`src/rtl/abb_pkg.sv`:
```
`timescale 1ns/1ps
package abb_pkg;
  localparam int DATA_W = 16;
  localparam int ADDR_W = 2;

  localparam logic [ADDR_W-1:0] ADDR_SETUP = 2'd0;
  localparam logic [ADDR_W-1:0] ADDR_CTRL  = 2'd1;
  localparam logic [ADDR_W-1:0] ADDR_STAT  = 2'd2;

  // control register bit positions
  localparam int CTL_FAST = 0;
  localparam int CTL_SLOW = 1;
  localparam int CTL_CHG  = 2;

  // status register bit positions
  localparam int STS_DONE = 0;
  localparam int STS_BUSY = 1;

  typedef enum logic [1:0] {
    BIAS_OFF = 2'b00,
    BIAS_FWD = 2'b01,
    BIAS_REV = 2'b10
  } bias_e;
endpackage

```
`src/rtl/abb_regs.sv`:
```
`timescale 1ns/1ps
module abb_regs
  import abb_pkg::*;
#(
  parameter int CNT_W = 8
) (
  input  logic              clk,
  input  logic              rst_n,
  input  logic              wr,
  input  logic [ADDR_W-1:0] addr,
  input  logic [DATA_W-1:0] wdata,
  input  logic              busy,
  input  logic              done_set,
  output logic [CNT_W-1:0]  cfg_cnt,
  output logic              cfg_en,
  output logic              cfg_fwd,
  output logic              cfg_rev,
  output logic              trig,
  output logic              trig_fast,
  output logic              trig_slow,
  output logic              abort,
  output logic              done,
  output logic [DATA_W-1:0] rdata
);
  localparam int EN_BIT  = CNT_W;
  localparam int FWD_BIT = CNT_W + 1;
  localparam int REV_BIT = CNT_W + 2;

  logic setup_wr, ctrl_wr, stat_wr;
  logic ctrl_zero, ctrl_take;
  logic sel_fast_q, sel_slow_q;

  assign setup_wr  = wr && (addr == ADDR_SETUP);
  assign ctrl_wr   = wr && (addr == ADDR_CTRL);
  assign stat_wr   = wr && (addr == ADDR_STAT);
  assign ctrl_zero = (wdata[CTL_CHG:CTL_FAST] == 3'b000);
  assign ctrl_take = ctrl_wr && (!busy || ctrl_zero);

  assign abort     = (setup_wr && !wdata[EN_BIT]) || (ctrl_wr && ctrl_zero);
  assign trig      = ctrl_wr && wdata[CTL_CHG] && !busy;
  assign trig_fast = wdata[CTL_FAST];
  assign trig_slow = wdata[CTL_SLOW];

  always_ff @(posedge clk or negedge rst_n) begin
    if (!rst_n) begin
      cfg_cnt <= '0;
      cfg_en  <= 1'b0;
      cfg_fwd <= 1'b0;
      cfg_rev <= 1'b0;
    end else if (setup_wr) begin
      cfg_cnt <= wdata[CNT_W-1:0];
      cfg_en  <= wdata[EN_BIT];
      cfg_fwd <= wdata[FWD_BIT];
      cfg_rev <= wdata[REV_BIT];
    end
  end

  always_ff @(posedge clk or negedge rst_n) begin
    if (!rst_n) begin
      sel_fast_q <= 1'b0;
      sel_slow_q <= 1'b0;
    end else if (ctrl_take) begin
      sel_fast_q <= wdata[CTL_FAST];
      sel_slow_q <= wdata[CTL_SLOW];
    end
  end

  // completion has priority over a clearing write on the same edge
  always_ff @(posedge clk or negedge rst_n) begin
    if (!rst_n)                          done <= 1'b0;
    else if (done_set)                   done <= 1'b1;
    else if (stat_wr && wdata[STS_DONE]) done <= 1'b0;
  end

  always_comb begin
    rdata = '0;
    unique case (addr)
      ADDR_SETUP: begin
        rdata[CNT_W-1:0] = cfg_cnt;
        rdata[EN_BIT]    = cfg_en;
        rdata[FWD_BIT]   = cfg_fwd;
        rdata[REV_BIT]   = cfg_rev;
      end
      ADDR_CTRL: begin
        rdata[CTL_FAST] = sel_fast_q;
        rdata[CTL_SLOW] = sel_slow_q;
        rdata[CTL_CHG]  = busy;
      end
      ADDR_STAT: begin
        rdata[STS_DONE] = done;
        rdata[STS_BUSY] = busy;
      end
      default: rdata = '0;
    endcase
  end

  logic unused_hi;
  assign unused_hi = ^wdata[DATA_W-1:REV_BIT+1];
endmodule

```
`src/rtl/abb_seq.sv`:
```
`timescale 1ns/1ps
module abb_seq
  import abb_pkg::*;
(
  input  logic  clk,
  input  logic  rst_n,
  input  logic  trig,
  input  logic  trig_fast,
  input  logic  trig_slow,
  input  logic  cfg_en,
  input  logic  cfg_fwd,
  input  logic  cfg_rev,
  input  logic  abort,
  input  logic  expire,
  output logic  busy,
  output logic  start,
  output logic  done_set,
  output bias_e bias
);
  logic one_bias, one_opp, match, valid;

  assign one_bias = cfg_fwd ^ cfg_rev;
  assign one_opp  = trig_fast ^ trig_slow;
  assign match    = (trig_fast && cfg_fwd) || (trig_slow && cfg_rev);
  assign valid    = cfg_en && one_bias && one_opp && match;
  assign start    = trig && valid && !abort;
  assign done_set = expire && !abort;

  always_ff @(posedge clk or negedge rst_n) begin
    if (!rst_n) begin
      busy <= 1'b0;
      bias <= BIAS_OFF;
    end else if (abort) begin
      busy <= 1'b0;
      bias <= BIAS_OFF;
    end else if (start) begin
      busy <= 1'b1;
      bias <= cfg_fwd ? BIAS_FWD : BIAS_REV;
    end else if (expire) begin
      busy <= 1'b0;
    end
  end
endmodule

```
`src/rtl/abb_timer.sv`:
```
`timescale 1ns/1ps
module abb_timer #(
  parameter int CNT_W = 8,
  parameter int UNIT  = 8
) (
  input  logic             clk,
  input  logic             rst_n,
  input  logic             start,
  input  logic             run,
  input  logic [CNT_W-1:0] load_cnt,
  output logic             expire
);
  localparam int PRE_W = (UNIT > 1) ? $clog2(UNIT) : 1;

  logic             tick;
  logic [CNT_W-1:0] units_q;

  generate
    if (UNIT == 1) begin : g_direct
      assign tick = run;
    end else begin : g_pre
      localparam logic [PRE_W-1:0] PRE_TOP = PRE_W'(UNIT - 1);
      logic [PRE_W-1:0] pre_q;
      always_ff @(posedge clk or negedge rst_n) begin
        if (!rst_n)      pre_q <= '0;
        else if (start)  pre_q <= PRE_TOP;
        else if (run)    pre_q <= (pre_q == '0) ? PRE_TOP : pre_q - 1'b1;
      end
      assign tick = run && (pre_q == '0);
    end
  endgenerate

  always_ff @(posedge clk or negedge rst_n) begin
    if (!rst_n)                                 units_q <= '0;
    else if (start)                             units_q <= load_cnt;
    else if (tick && (units_q > CNT_W'(1)))     units_q <= units_q - 1'b1;
  end

  // a count of 0 or 1 both end on the first unit boundary
  assign expire = tick && (units_q <= CNT_W'(1));
endmodule

```
`src/rtl/abb_ldo_ctrl.sv`:
```
`timescale 1ns/1ps
module abb_ldo_ctrl
  import abb_pkg::*;
#(
  parameter int CNT_W           = 8,
  parameter int CYCLES_PER_UNIT = 8
) (
  input  logic              clk,
  input  logic              rst_n,
  input  logic              reg_wr,
  input  logic [ADDR_W-1:0] reg_addr,
  input  logic [DATA_W-1:0] reg_wdata,
  output logic [DATA_W-1:0] reg_rdata,
  output logic [1:0]        bias_mode,
  output logic              irq
);
  logic [CNT_W-1:0] cfg_cnt;
  logic cfg_en, cfg_fwd, cfg_rev;
  logic trig, trig_fast, trig_slow, abort;
  logic busy_w, start_w, done_set_w, expire_w, done_w;
  bias_e bias_w;

  abb_regs #(.CNT_W(CNT_W)) u_regs (
    .clk(clk), .rst_n(rst_n), .wr(reg_wr), .addr(reg_addr), .wdata(reg_wdata),
    .busy(busy_w), .done_set(done_set_w),
    .cfg_cnt(cfg_cnt), .cfg_en(cfg_en), .cfg_fwd(cfg_fwd), .cfg_rev(cfg_rev),
    .trig(trig), .trig_fast(trig_fast), .trig_slow(trig_slow), .abort(abort),
    .done(done_w), .rdata(reg_rdata)
  );

  abb_seq u_seq (
    .clk(clk), .rst_n(rst_n), .trig(trig), .trig_fast(trig_fast),
    .trig_slow(trig_slow), .cfg_en(cfg_en), .cfg_fwd(cfg_fwd), .cfg_rev(cfg_rev),
    .abort(abort), .expire(expire_w), .busy(busy_w), .start(start_w),
    .done_set(done_set_w), .bias(bias_w)
  );

  abb_timer #(.CNT_W(CNT_W), .UNIT(CYCLES_PER_UNIT)) u_timer (
    .clk(clk), .rst_n(rst_n), .start(start_w), .run(busy_w),
    .load_cnt(cfg_cnt), .expire(expire_w)
  );

  assign bias_mode = bias_w;
  assign irq       = done_w;
endmodule

```
`config.mk`:
```
export PLATFORM = sky130hd
export DESIGN_NAME = abb_ldo_ctrl
export DESIGN_NICKNAME = d
export VERILOG_FILES = /design/src/rtl/abb_pkg.sv /design/src/rtl/abb_regs.sv /design/src/rtl/abb_seq.sv /design/src/rtl/abb_timer.sv /design/src/rtl/abb_ldo_ctrl.sv
export SDC_FILE = /design/constraint.sdc
export NUM_CORES = 1
export LEC_CHECK = 0
export BUFFER_PORTS_ARGS = -buffer_cell sky130_fd_sc_hd__buf_2
export CORE_MARGIN = 2
export CORE_UTILIZATION = 35
export CTS_BUF_LIST = sky130_fd_sc_hd__clkbuf_4 sky130_fd_sc_hd__clkbuf_8
export DETAILED_ROUTE_END_ITERATION = 8
export PLACE_DENSITY = 0.52
export SETUP_SLACK_MARGIN = 0.15
export SYNTH_ARGS = -nofsm -noshare
export SYNTH_HDL_FRONTEND = slang
export SYNTH_SLANG_ARGS = --single-unit
```
`constraint.sdc`:
```
create_clock -name clk -period 5.2 [get_ports clk]
set_clock_uncertainty 0.2 [all_clocks]
set_input_delay 1.56 -clock clk [delete_from_list [all_inputs] [get_ports clk]]
set_output_delay 1.56 -clock clk [all_outputs]
set_load 0.05 [all_outputs]
```
==> summary.txt <==
Clocking
  • CTS tree: yes
  • TritonCTS buffer count: 3
  • Post-CTS Setup Inserts: 0
  • Clk Latency, worst-skew pair: 0.28 ns
  • Reg clk slew, reported paths: about 0.1 ns
  • CTS Hold Bufs: 0
  • Post-cts sizing count: 0
  • CTS HTree Levels: 1
  • CTS Root Cell: clkbuf_8
  • Clk sinks: 28
  • Bufs on Longest Clock Path: 2

Detailed routing
  • Via count: roughly 1,300
  • Remaining DRCs: 0
  • Post-route ant nets: 0
  • DRT Pass-1 Iters: 4
  • Avg WL per Cell: 15.0 microns
  • Vias per inst: ~5.4
  • Routed Wire Length: approximately 3500 microns
  • Starting DRT DRC Count: 54

Critical path
  • CP startpoint kind: input port
  • Worst EP required: about 3.4 ns
  • Worst path arrival time: 2.60 ns
  • Most frequent CP cell: buf_2
  • Max incr delay on CP: around 0.40 ns
  • Crit path cell chain: buf_2 > nor2_1 > and2_1 > buf_2
  • Reg2Reg Setup Slack: about 3.1 ns
  • CP startpoint: reg_addr[0]
  • Critical Path End Type: output port
  • Reg2Reg Depth: 6
  • Crit Path Category: in -> out
  • Crit-path slowest cell: nor2_1
  • Reg2reg start: u_timer.units_q[0]$_DFFE_PN0P_
  • Crit-path max FO: 10

STA
  • TNS Setup: 0 ns
  • Final min period: 4.36 ns
  • Max-slew violations: 0
  • Tcrit/Tclk final: 0.839
  • Final setup viols: 0
  • Peak Freq: between 200 and 250 MHz
  • Slew @ Worst Pin: between 0.7 and 0.8 ns
  • Hold Vio Cnt, Final: 0
  • RSZ-0062 raised after global routing: no
  • Slew HR: 0.526

Place
  • Routability cong.: roughly 0.82
  • PortBufs: 29
  • Placed cells: between 200 and 250
  • DP HPWL: 2590 microns

Yosys
  • Post-synthesis cell area: approximately 1600 sq um
  • Async set-or-reset flop fraction in the synthesized netlist: 1.00
  • Synth Register Bits: 28
  • Synth cell types: 44
  • Seq/Total Area, Yosys: 0.436
  • Syn Inst Count: 155
  • Number of synthesized flops with an enable pin: 0
  • Yosys warns: 0
  • Ys flop type: dfrtp_1
  • Mean Syn Cell Area: roughly 10 sq um

Die
  • Initial Util: 0.366
  • Die span in x: around 72 microns
  • Chip Height: a little over 70 microns
  • Die Footprint: approximately 5100 sq um
  • FP Rows: 24
  • Core box area: approximately 4400 sq um
  • I/O pin count: 40

Finish
  • Fraction of layout cells with a size suffix above 1: 0.311
  • Synthesis-to-layout area growth: 15.0%
  • Commonest non-fill, non-tap cell in the layout: buf_2
  • Ant diodes: 0
  • Nets: 210
  • Most frequent cells in the layout: 29 x buf_2, 28 x dfrtp_1, 14 x nor2_1, 13 x mux2_2, 12 x nand2_1
  • Fin cells: roughly 240

Global route
  • Largest net degree at the start of global routing: 29
  • Total gr overflow: 0
  • First-pass GRT wire length: between 6000 and 7000 microns
  • All-Layer GR Usage: 0.152
  • Initial antenna violation count: 0
  • Vias in the first global route: approximately 1,300

Worst hold path
  • Tightest Hold Check Type: reg -> reg
  • HP Start: u_seq.bias[1]$_DFFE_PN0P_
  • Hold depth: 1

Power and ir drop
  • Worst ir drop on vdd: about 0.13 mV
  • Power density over the cells: 334 nW/um^2
  • Total power: between 0.6 and 0.7 mW
  • Leakage: 0.824 nW

Flow run
  • Max-cap violations: 0

Outcome
  • Status: complete, no violations
-- cells by family after synthesis --
kind of cell / synth area share
other cells: 0.00233
simple gates: 0.209
xor+xnor: 0.0109
flops: 0.436
buf+inv: 0.0553
compound gates: 0.131
mux: 0.116
fa+ha+maj: 0.0389
-- synthesized netlist by cell type, types with 2 or more instances --
library cell,instances,area [sq um]
dfrtp_1,28,701
mux2i_1,4,40.0
ha_1,5,62.6
or2_2,2,12.5
nand3b_1,3,22.5
and2_1,9,56.3
o21ai_0,5,25.0
nor2b_1,3,18.8
a21oi_1,3,15.0
nand3_1,2,10.0
mux2_2,13,146
a31oi_1,2,12.5
nor3_1,3,15.0
buf_2,5,25.0
nand2_1,12,45.0
buf_4,5,37.5
nand4b_1,4,35.0
a221o_1,2,20.0
nor2_1,14,52.6
inv_1,7,26.3
-- sequential cells by signal, summed over array words and instances, names as in the netlist --
name                 flops
u_timer.units_q          8
u_regs.cfg_rev           1
u_timer.g_pre.pre_q      3
u_regs.done              1
u_regs.cfg_fwd           1
u_regs.cfg_cnt           8
u_seq.bias               2
u_regs.sel_slow_q        1
u_regs.cfg_en            1
u_seq.busy               1
u_regs.sel_fast_q        1
-- per-stage QoR --
step / util / hold slack [ns] / worst slack, ns / cell area [sq um]
2_1_floorplan: - / 0.267 / 0.497 / 1620
5_1_grt: 0.422 / 0.343 / 0.763 / 1850
3_5_place_dp: 0.405 / 0.276 / 0.818 / 1780
6_report: 0.422 / 0.306 / 0.839 / 1850
4_1_cts: 0.422 / 0.313 / 0.818 / 1850
3_3_place_gp: 0.405 / 0.275 / 0.860 / 1780
-- power by group --
part	switching (mW)	internal, mW
registers	0.0368	0.257
clock network	0.0721	0.103
logic	0.0897	0.0591
total	0.199	0.419
-- routing by layer --
layer,vias up,part of all wire,track usage
met5,-,0,0
met4,0,0.015,0.0524
met3,6,0.036,0.0281
met2,31,0.49,0.247
met1,638,0.46,0.204
li1,597,-,-
-- critical path: cells and delay by family --
kind                   cells  cell delay [ns]
buffers and inverters      2             0.43
AND/OR/NAND/NOR            2             0.61
-- layout make-up --
| cell class | count | area, sq um |
|---|---|---|
| timing repair buffer | 30 | 153 |
| tap | 52 | 65.1 |
| inverter | 7 | 26.3 |
| fill | 441 | 2540 |
| sequential | 28 | 701 |
| clock inverter | 1 | 30.0 |
| clock buffer | 3 | 41.3 |
| multi-input combinational | 114 | 832 |
-- path summary, 6_finish.rpt --
kind                                                  end
max reg2reg                u_timer.units_q[5]$_DFFE_PN0P_
max                                          reg_rdata[4]
min                             u_seq.bias[1]$_DFFE_PN0P_
min in group asynchronous   u_regs.cfg_cnt[5]$_DFFE_PN0N_
max in group asynchronous   u_regs.sel_slow_q$_DFFE_PN0P_
min reg2reg                     u_seq.bias[1]$_DFFE_PN0P_
Power figures use the tool's default switching activity.
